$ cat src/rtl/ramcard_pkg.sv
package ramcard_pkg;

  // Which bank owns the current address after priority resolution.
  typedef enum logic [1:0] {
    BANK_NONE = 2'd0,
    BANK_A    = 2'd1,
    BANK_B    = 2'd2,
    BANK_C    = 2'd3
  } bank_id_e;

endpackage

$ cat src/rtl/bank_match.sv
// Compares the top address bits against a bank's base selection.
module bank_match #(
  parameter int SEL_W = 3
) (
  input  logic [SEL_W-1:0] addr_hi,
  input  logic [SEL_W-1:0] base,
  input  logic             bank_off,
  output logic             match
);

  always_comb begin
    match = !bank_off && (addr_hi == base);
  end

endmodule

$ cat src/rtl/bank_priority.sv
// Resolves overlapping matches: A over B, B over C.
module bank_priority
  import ramcard_pkg::*;
(
  input  logic     match_a,
  input  logic     match_b,
  input  logic     match_c,
  output bank_id_e winner
);

  always_comb begin
    if (match_a)      winner = BANK_A;
    else if (match_b) winner = BANK_B;
    else if (match_c) winner = BANK_C;
    else              winner = BANK_NONE;
  end

endmodule

$ cat src/rtl/ramcard_wait.sv
// One-clock stall on every card hit when enabled.
module ramcard_wait (
  input  logic clk,
  input  logic rst_n,
  input  logic hit,
  input  logic wait_en,
  output logic ready
);

  logic waited_q;
  logic stall;

  always_comb begin
    stall = wait_en && hit && !waited_q;
    ready = !stall;
  end

  // The flag marks that the stall for the present access was served. It
  // clears on the clock after completion, so the next access stalls again.
  always_ff @(posedge clk or negedge rst_n) begin
    if (!rst_n) waited_q <= 1'b0;
    else        waited_q <= stall;
  end

endmodule

$ cat src/rtl/ramcard_decoder.sv
module ramcard_decoder
  import ramcard_pkg::*;
#(
  parameter int ADDR_W  = 16,
  parameter int SMALL_W = 3
) (
  input  logic               clk,
  input  logic               rst_n,
  input  logic [ADDR_W-1:0]  bus_addr,
  input  logic               bus_valid,
  input  logic               bus_write,
  input  logic               bus_wstb,
  input  logic               phantom,
  input  logic [SMALL_W-1:0] cfg_base_a,
  input  logic [SMALL_W-1:0] cfg_base_b,
  input  logic [SMALL_W-2:0] cfg_base_c,
  input  logic               cfg_dis_a,
  input  logic               cfg_dis_b,
  input  logic               cfg_dis_c,
  input  logic               cfg_we_a,
  input  logic               cfg_we_b,
  input  logic               cfg_we_cl,
  input  logic               cfg_we_ch,
  input  logic               cfg_wait,
  output logic               cs_a,
  output logic               cs_b,
  output logic               cs_c,
  output logic               mem_we,
  output logic               card_oe,
  output logic               bus_ready
);

  // The large bank is twice a small bank, so its base field is one bit shorter.
  localparam int LARGE_W  = SMALL_W - 1;
  // Lowest address bit that selects a small bank; it splits bank C in two.
  localparam int HALF_BIT = ADDR_W - SMALL_W;

  logic [SMALL_W-1:0] small_base [2];
  logic [1:0]         small_off;
  logic [1:0]         small_hit;
  logic               large_hit;
  bank_id_e           winner;
  logic               access_live;
  logic               hit;
  logic               region_we;
  logic               unused_addr_bits;

  assign unused_addr_bits = ^bus_addr[HALF_BIT-1:0];

  assign small_base[0] = cfg_base_a;
  assign small_base[1] = cfg_base_b;
  assign small_off     = {cfg_dis_b, cfg_dis_a};

  generate
    for (genvar i = 0; i < 2; i++) begin : g_small
      bank_match #(.SEL_W(SMALL_W)) u_match (
        .addr_hi  (bus_addr[ADDR_W-1 -: SMALL_W]),
        .base     (small_base[i]),
        .bank_off (small_off[i]),
        .match    (small_hit[i])
      );
    end
  endgenerate

  bank_match #(.SEL_W(LARGE_W)) u_large (
    .addr_hi  (bus_addr[ADDR_W-1 -: LARGE_W]),
    .base     (cfg_base_c),
    .bank_off (cfg_dis_c),
    .match    (large_hit)
  );

  bank_priority u_pri (
    .match_a (small_hit[0]),
    .match_b (small_hit[1]),
    .match_c (large_hit),
    .winner  (winner)
  );

  always_comb begin
    access_live = bus_valid && !phantom;
    cs_a = access_live && (winner == BANK_A);
    cs_b = access_live && (winner == BANK_B);
    cs_c = access_live && (winner == BANK_C);
    hit  = cs_a || cs_b || cs_c;
    unique case (winner)
      BANK_A:  region_we = cfg_we_a;
      BANK_B:  region_we = cfg_we_b;
      BANK_C:  region_we = bus_addr[HALF_BIT] ? cfg_we_ch : cfg_we_cl;
      default: region_we = 1'b0;
    endcase
  end

  ramcard_wait u_wait (
    .clk     (clk),
    .rst_n   (rst_n),
    .hit     (hit),
    .wait_en (cfg_wait),
    .ready   (bus_ready)
  );

  always_comb begin
    mem_we  = hit && bus_write && bus_wstb && region_we && bus_ready;
    card_oe = hit && !bus_write;
  end

endmodule

$ cat config.mk
export PLATFORM = sky130hd
export DESIGN_NAME = ramcard_decoder
export DESIGN_NICKNAME = d
export VERILOG_FILES = /design/src/rtl/ramcard_pkg.sv /design/src/rtl/bank_match.sv /design/src/rtl/bank_priority.sv /design/src/rtl/ramcard_wait.sv /design/src/rtl/ramcard_decoder.sv
export SDC_FILE = /design/constraint.sdc
export NUM_CORES = 1
export LEC_CHECK = 0
export BUFFER_PORTS_ARGS = -buffer_cell sky130_fd_sc_hd__clkbuf_2
export CORE_AREA = 2 2 39 41
export DETAILED_ROUTE_END_ITERATION = 16
export DIE_AREA = 0 0 41 43
export REMOVE_ABC_BUFFERS = 1
export SETUP_SLACK_MARGIN = 0.2
export SLEW_MARGIN = 10
export SYNTH_ARGS = -nofsm -noshare
export SYNTH_HDL_FRONTEND = slang
export SYNTH_SLANG_ARGS = --single-unit
$ cat constraint.sdc
create_clock -name clk -period 2.8 [get_ports clk]
set_input_delay 0.84 -clock clk [delete_from_list [all_inputs] [get_ports clk]]
set_output_delay 0.84 -clock clk [all_outputs]
set_load 0.05 [all_outputs]
# == Word level (Yosys, flattened, before mapping) ==
# Cells that the tools add are included.
# word_totals
out_inout_bits,6
ff_bits,1
input_bits,38
# classes
n_eq_ne,6
muxes,5
reduce_logical,23
# op_table
op,count
logical AND 1 bit,14
zero test 1 bit,7
== test 3 bit,2
2-to-1 mux 2 bit,3
== test 2 bit (second input constant),2
case mux 1 bit (3 select lines),1
== test 2 x 1 -> 1 bit (second input constant),1
== test 2 bit,1
logical OR 1 bit,2
2-to-1 mux 1 bit,1

# == Longest topological paths before layout ==
# logic_depth
depth_word,13
mapped_depth,4

# == Modules after synthesis ==
# A second synthesis with hierarchy kept.
# hier_totals
cells_unflattened,32
area_unflattened_um2,254.0
# modules_own_cells
module,seq_area_each_um2,area_each_um2,instances,cells_each
ramcard_decoder,0.0,88.8,1,14
bank_match at g_small[0].u_match ...,0.0,38.8,2,4
ramcard_wait,25.0,41.3,1,3
bank_match at u_large,0.0,27.5,1,3
bank_priority,0.0,18.8,1,4

# == Worst setup path before layout ==
# No wires, ideal clock.
# synth_path
kind,input-to-output
startpoint,input cfg_base_c[1]
endpoint,output mem_we
required_ns,1.960
n_path_buf,0
arrival_time_ns,2.410
path_slack_ns,-0.450
cell_stages,4
path_cell_list,xor2_1 nor3_1 or4b_1 a211oi_2
# synth_via
elab_chain_len,13
word_cells_on_any_way,21
# synth_rtl
item,line,rtl
start: declaration,ramcard_decoder.sv:16,"input logic [SMALL_W-2:0] cfg_base_c,"
== test 2 bit *,bank_match.sv:12,match = !bank_off && (addr_hi == base);
logical AND 1 bit *,bank_match.sv:12,
2-to-1 mux 2 bit *,bank_priority.sv:14,else if (match_c) winner = BANK_C;
2-to-1 mux 2 bit *,bank_priority.sv:13,else if (match_b) winner = BANK_B;
2-to-1 mux 2 bit *,bank_priority.sv:12,if (match_a) winner = BANK_A;
== test 2 x 1 -> 1 bit or == test 2 bit (tied branches),"ramcard_decoder.sv:81, ramcard_decoder.sv:85, ramcard_decoder.sv:82",
"logical AND 1 bit, on equally long branches","ramcard_decoder.sv:81, ramcard_decoder.sv:82",
logical OR 1 bit (2 in series),ramcard_decoder.sv:84,hit = cs_a || cs_b || cs_c;
"logical AND 1 bit, on equally long branches (2 in series)","ramcard_decoder.sv:102, ramcard_wait.sv:14",
logical AND 1 bit or zero test 1 bit (tied branches),"ramcard_decoder.sv:102, ramcard_wait.sv:15",
logical AND 1 bit *,ramcard_decoder.sv:102,mem_we = hit && bus_write && bus_wstb && region_we && bus_ready;
end: declaration,ramcard_decoder.sv:28,"output logic mem_we,"
# Every way passes the cells marked *; elsewhere a longest branch is shown, timed or not.

# == Worst setup path in the final report ==
# layout_path
startpoint,input bus_addr[13]
endpoint,output mem_we
# layout_via
elab_chain_len,12
word_cells_on_any_way,23
# layout_rtl
item,line,rtl
start: declaration,ramcard_decoder.sv:9,"input logic [ADDR_W-1:0] bus_addr,"
== test 3 bit,bank_match.sv:12,
logical AND 1 bit,bank_match.sv:12,
2-to-1 mux 2 bit,bank_priority.sv:13,
2-to-1 mux 2 bit,bank_priority.sv:12,
== test 2 x 1 -> 1 bit or == test 2 bit (tied branches),"ramcard_decoder.sv:81, ramcard_decoder.sv:85, ramcard_decoder.sv:82",
"logical AND 1 bit, on equally long branches","ramcard_decoder.sv:81, ramcard_decoder.sv:82",
logical OR 1 bit (2 in series),ramcard_decoder.sv:84,
"logical AND 1 bit, on equally long branches (2 in series)","ramcard_decoder.sv:102, ramcard_wait.sv:14",
logical AND 1 bit or zero test 1 bit (tied branches),"ramcard_decoder.sv:102, ramcard_wait.sv:15",
logical AND 1 bit *,ramcard_decoder.sv:102,
# Marked as above.

==> impl_metrics.tcl <==
set metrics [dict create \
    status "complete, but fails checks" \
    violations "negative setup slack" \
    place_congestion 0.648 \
    worstPathMaxFanout 4 \
    regArea_um2 25.0 \
    clkPwrFrac_pct 0 \
    crit_family "simple AND/OR/NAND/NOR gates" \
    largestRegisters "u_wait.waited_q x1" \
    path_class "input pin to output port" \
    critPathCaptureType "output port" \
    grt.busiest_layer "met2" \
    internal-power_w 0.0000586 \
    diodes 0 \
    final_cell_mix "clkbuf_2 (21), xor2_2 (6), buf_4 (6)" \
    grt_pass1_vias 297 \
    die_w_um 41 \
    fin_skew_ns 0 \
    insertion_delay_ns 0 \
    path_buf_inv 2 \
    pwr-share-seq_pct 15.3 \
    peakVddDrop_v 0.0000913 \
    ys_seq_area_share_pct 10.6 \
    fillers 137 \
    dp_hpwl_um 630 \
    coreArea_um2 1380 \
    grtUsageTotal_pct 9.93 \
    min_period_ns 3.14 \
    finalCritPeriodShare_pct 112 \
    totalWireLength_um 887 \
    drv_cap 0 \
    grt_max_degree 5 \
    min_path_type "register to register" \
    maxSlewViolCount 0 \
    slew_headroom_pct 62.8 \
    die_h_um 43 \
    met3_usage_pct 0.524 \
    synth_area_um2 236 \
    die-area_um2 1760 \
    crit_required_ns 1.96 \
    grt_util_met2_pct 19.7 \
    final_layout_size_suffix_gt1_share_pct 78.8 \
    largest_reg_flops 1 \
    port_buffers 30 \
    ios 44 \
    top_register "u_wait.waited_q" \
    p_leak_nw 0.292 \
    power_frac_comb_pct 84.7 \
    fin_ws_ns -0.338 \
    drc 0 \
    worstMarginPinSlew_ns 0.554 \
    yosys_warnings 0 \
    switching_share_pct 40.7 \
    rows 14 \
    met1_usage_pct 11.2 \
    rsz0062_at_grt "true" \
    rr_worst_depth 2 \
    multi_input_area_um2 344 \
    syn2layout_area_growth_pct 184 \
    cp_slowest_stage_delay_ns 0.55 \
    power_density_nw_per_um2 147 \
    fin_util_pct 48.5 \
    worstSetupStartpointType "input pin" \
    vias 350 \
    setup_viol 6 \
    hold_violations 0 \
    nets 106 \
    cts.clk_slew.worst_paths_ns 0 \
    avgRoutedWirePerCell_um 10.8 \
    cp_slowest_cell "or4b_4" \
    antenna_found_initial 0 \
    crit_arrival_ns 2.30 \
    drt-pass1-iter-count 3 \
    syn-instance-count 30 \
    cts_hold_buf 0 \
    fmax_mhz 319 \
    drtAntennaViolNets 0 \
    p_switching_w 0.0000402 \
    dp.cells 80 \
    first_iter_violations 1 \
    routed_via_density 4.27 \
    syn_avg_cell_area_um2 7.88 \
    grt_overflow_total 0 \
    mostFrequentLayoutCell "clkbuf_2" \
    cp.depth 6 \
    initial_utilization_pct 17.1 \
    grt_pass1_wl_um 1250 \
    stdcell_count 82 \
    cp_cell_sequence "clkbuf_4, xor2_2, nor4_4, or4b_4, a211oi_4, clkbuf_16" \
    whs_path_depth 2 \
    ys_ff_latch 1 \
    yosysUniqueCellTypes 16 \
]
[power by group through the flow]
stage	Clock (W)	Sequential (W)	Combinational, W
finish	0	0.0000151	0.0000837
global route	0	0.0000152	0.0000896
CTS	0	0.0000151	0.0000662
detailed placement	0	0.0000151	0.0000525
global placement	0	0.0000151	0.0000520
floorplan	0	0.0000151	0.0000244
[worst register-to-register path, stage by stage, from the launching register on]
cell,delay (ns)
dfrtp_1,0.33
nand2b_1,0.15
nor2_1,0.09
[cell usage after synthesis (all sizes together)]
cell type,n,area (µm²)
a211oi,1,12.5
and2,1,7.51
dfrtp,1,25.0
mux2i,2,20.0
nand2,2,7.51
nand2b,2,12.5
nand3,1,5.00
nor2,3,11.3
nor2b,1,6.26
nor3,2,10.0
nor4,3,25.0
o31ai,1,7.51
or2,1,6.26
or4b,1,10.0
xor2,8,70.1
[kinds of logic (layout without fill, tap and decap cells)]
kind of cell	after synthesis	after routing	synth area share, %
and+or+nand+nor	17	17	42.9
muxes	2	2	8.47
buffers and inverters	0	36	0
DFF	1	1	10.6
AOI/OAI and AO/OA	2	2	8.47
xor gates and xnor gates	8	8	29.6
[through the flow]
step	total power (W)	area (µm²)	setup WS (ns)	hold WS, ns	TNS (ns)
after detailed placement	0.0000677	452	-0.377	0.511	-1.64
after global routing	0.000105	671	-0.399	0.565	-1.55
after global placement	0.0000671	452	-0.367	0.507	-1.59
final	0.0000988	671	-0.338	0.506	-1.09
after floorplan	0.0000396	236	-0.450	0.490	-1.51
after CTS	0.0000814	556	-0.321	0.512	-0.908
[layer usage]
layer	up-vias	routed length, µm	part of all wire [%]
met4	0	0	0
met2	11	553	62
met5	-	0	0
met1	167	277	31
met3	0	56	6.3
li1	172	-	-
[cell type report]
cell class,count,share of cell area [%]
multi-input combinational,29,51.3
sequential,1,3.73
tap,16,2.99
timing repair buffer,36,42.0
[final timing paths]
check                                           from                        end  slack, ns
max                                     bus_addr[13]                     mem_we      -0.34
min                        u_wait.waited_q$_DFF_PN0_  u_wait.waited_q$_DFF_PN0_       0.51
max reg2reg                u_wait.waited_q$_DFF_PN0_  u_wait.waited_q$_DFF_PN0_       2.15
min in group asynchronous                      rst_n  u_wait.waited_q$_DFF_PN0_       0.62
max in group asynchronous                      rst_n  u_wait.waited_q$_DFF_PN0_       2.10
min reg2reg                u_wait.waited_q$_DFF_PN0_  u_wait.waited_q$_DFF_PN0_       0.51
[what timing repair did]
action,CTS,global route
setup buffers,1,1
gates resized for setup,16,23
pin swaps,0,9
setup endpoints to repair,6,6
Power figures use the tool's default switching activity.
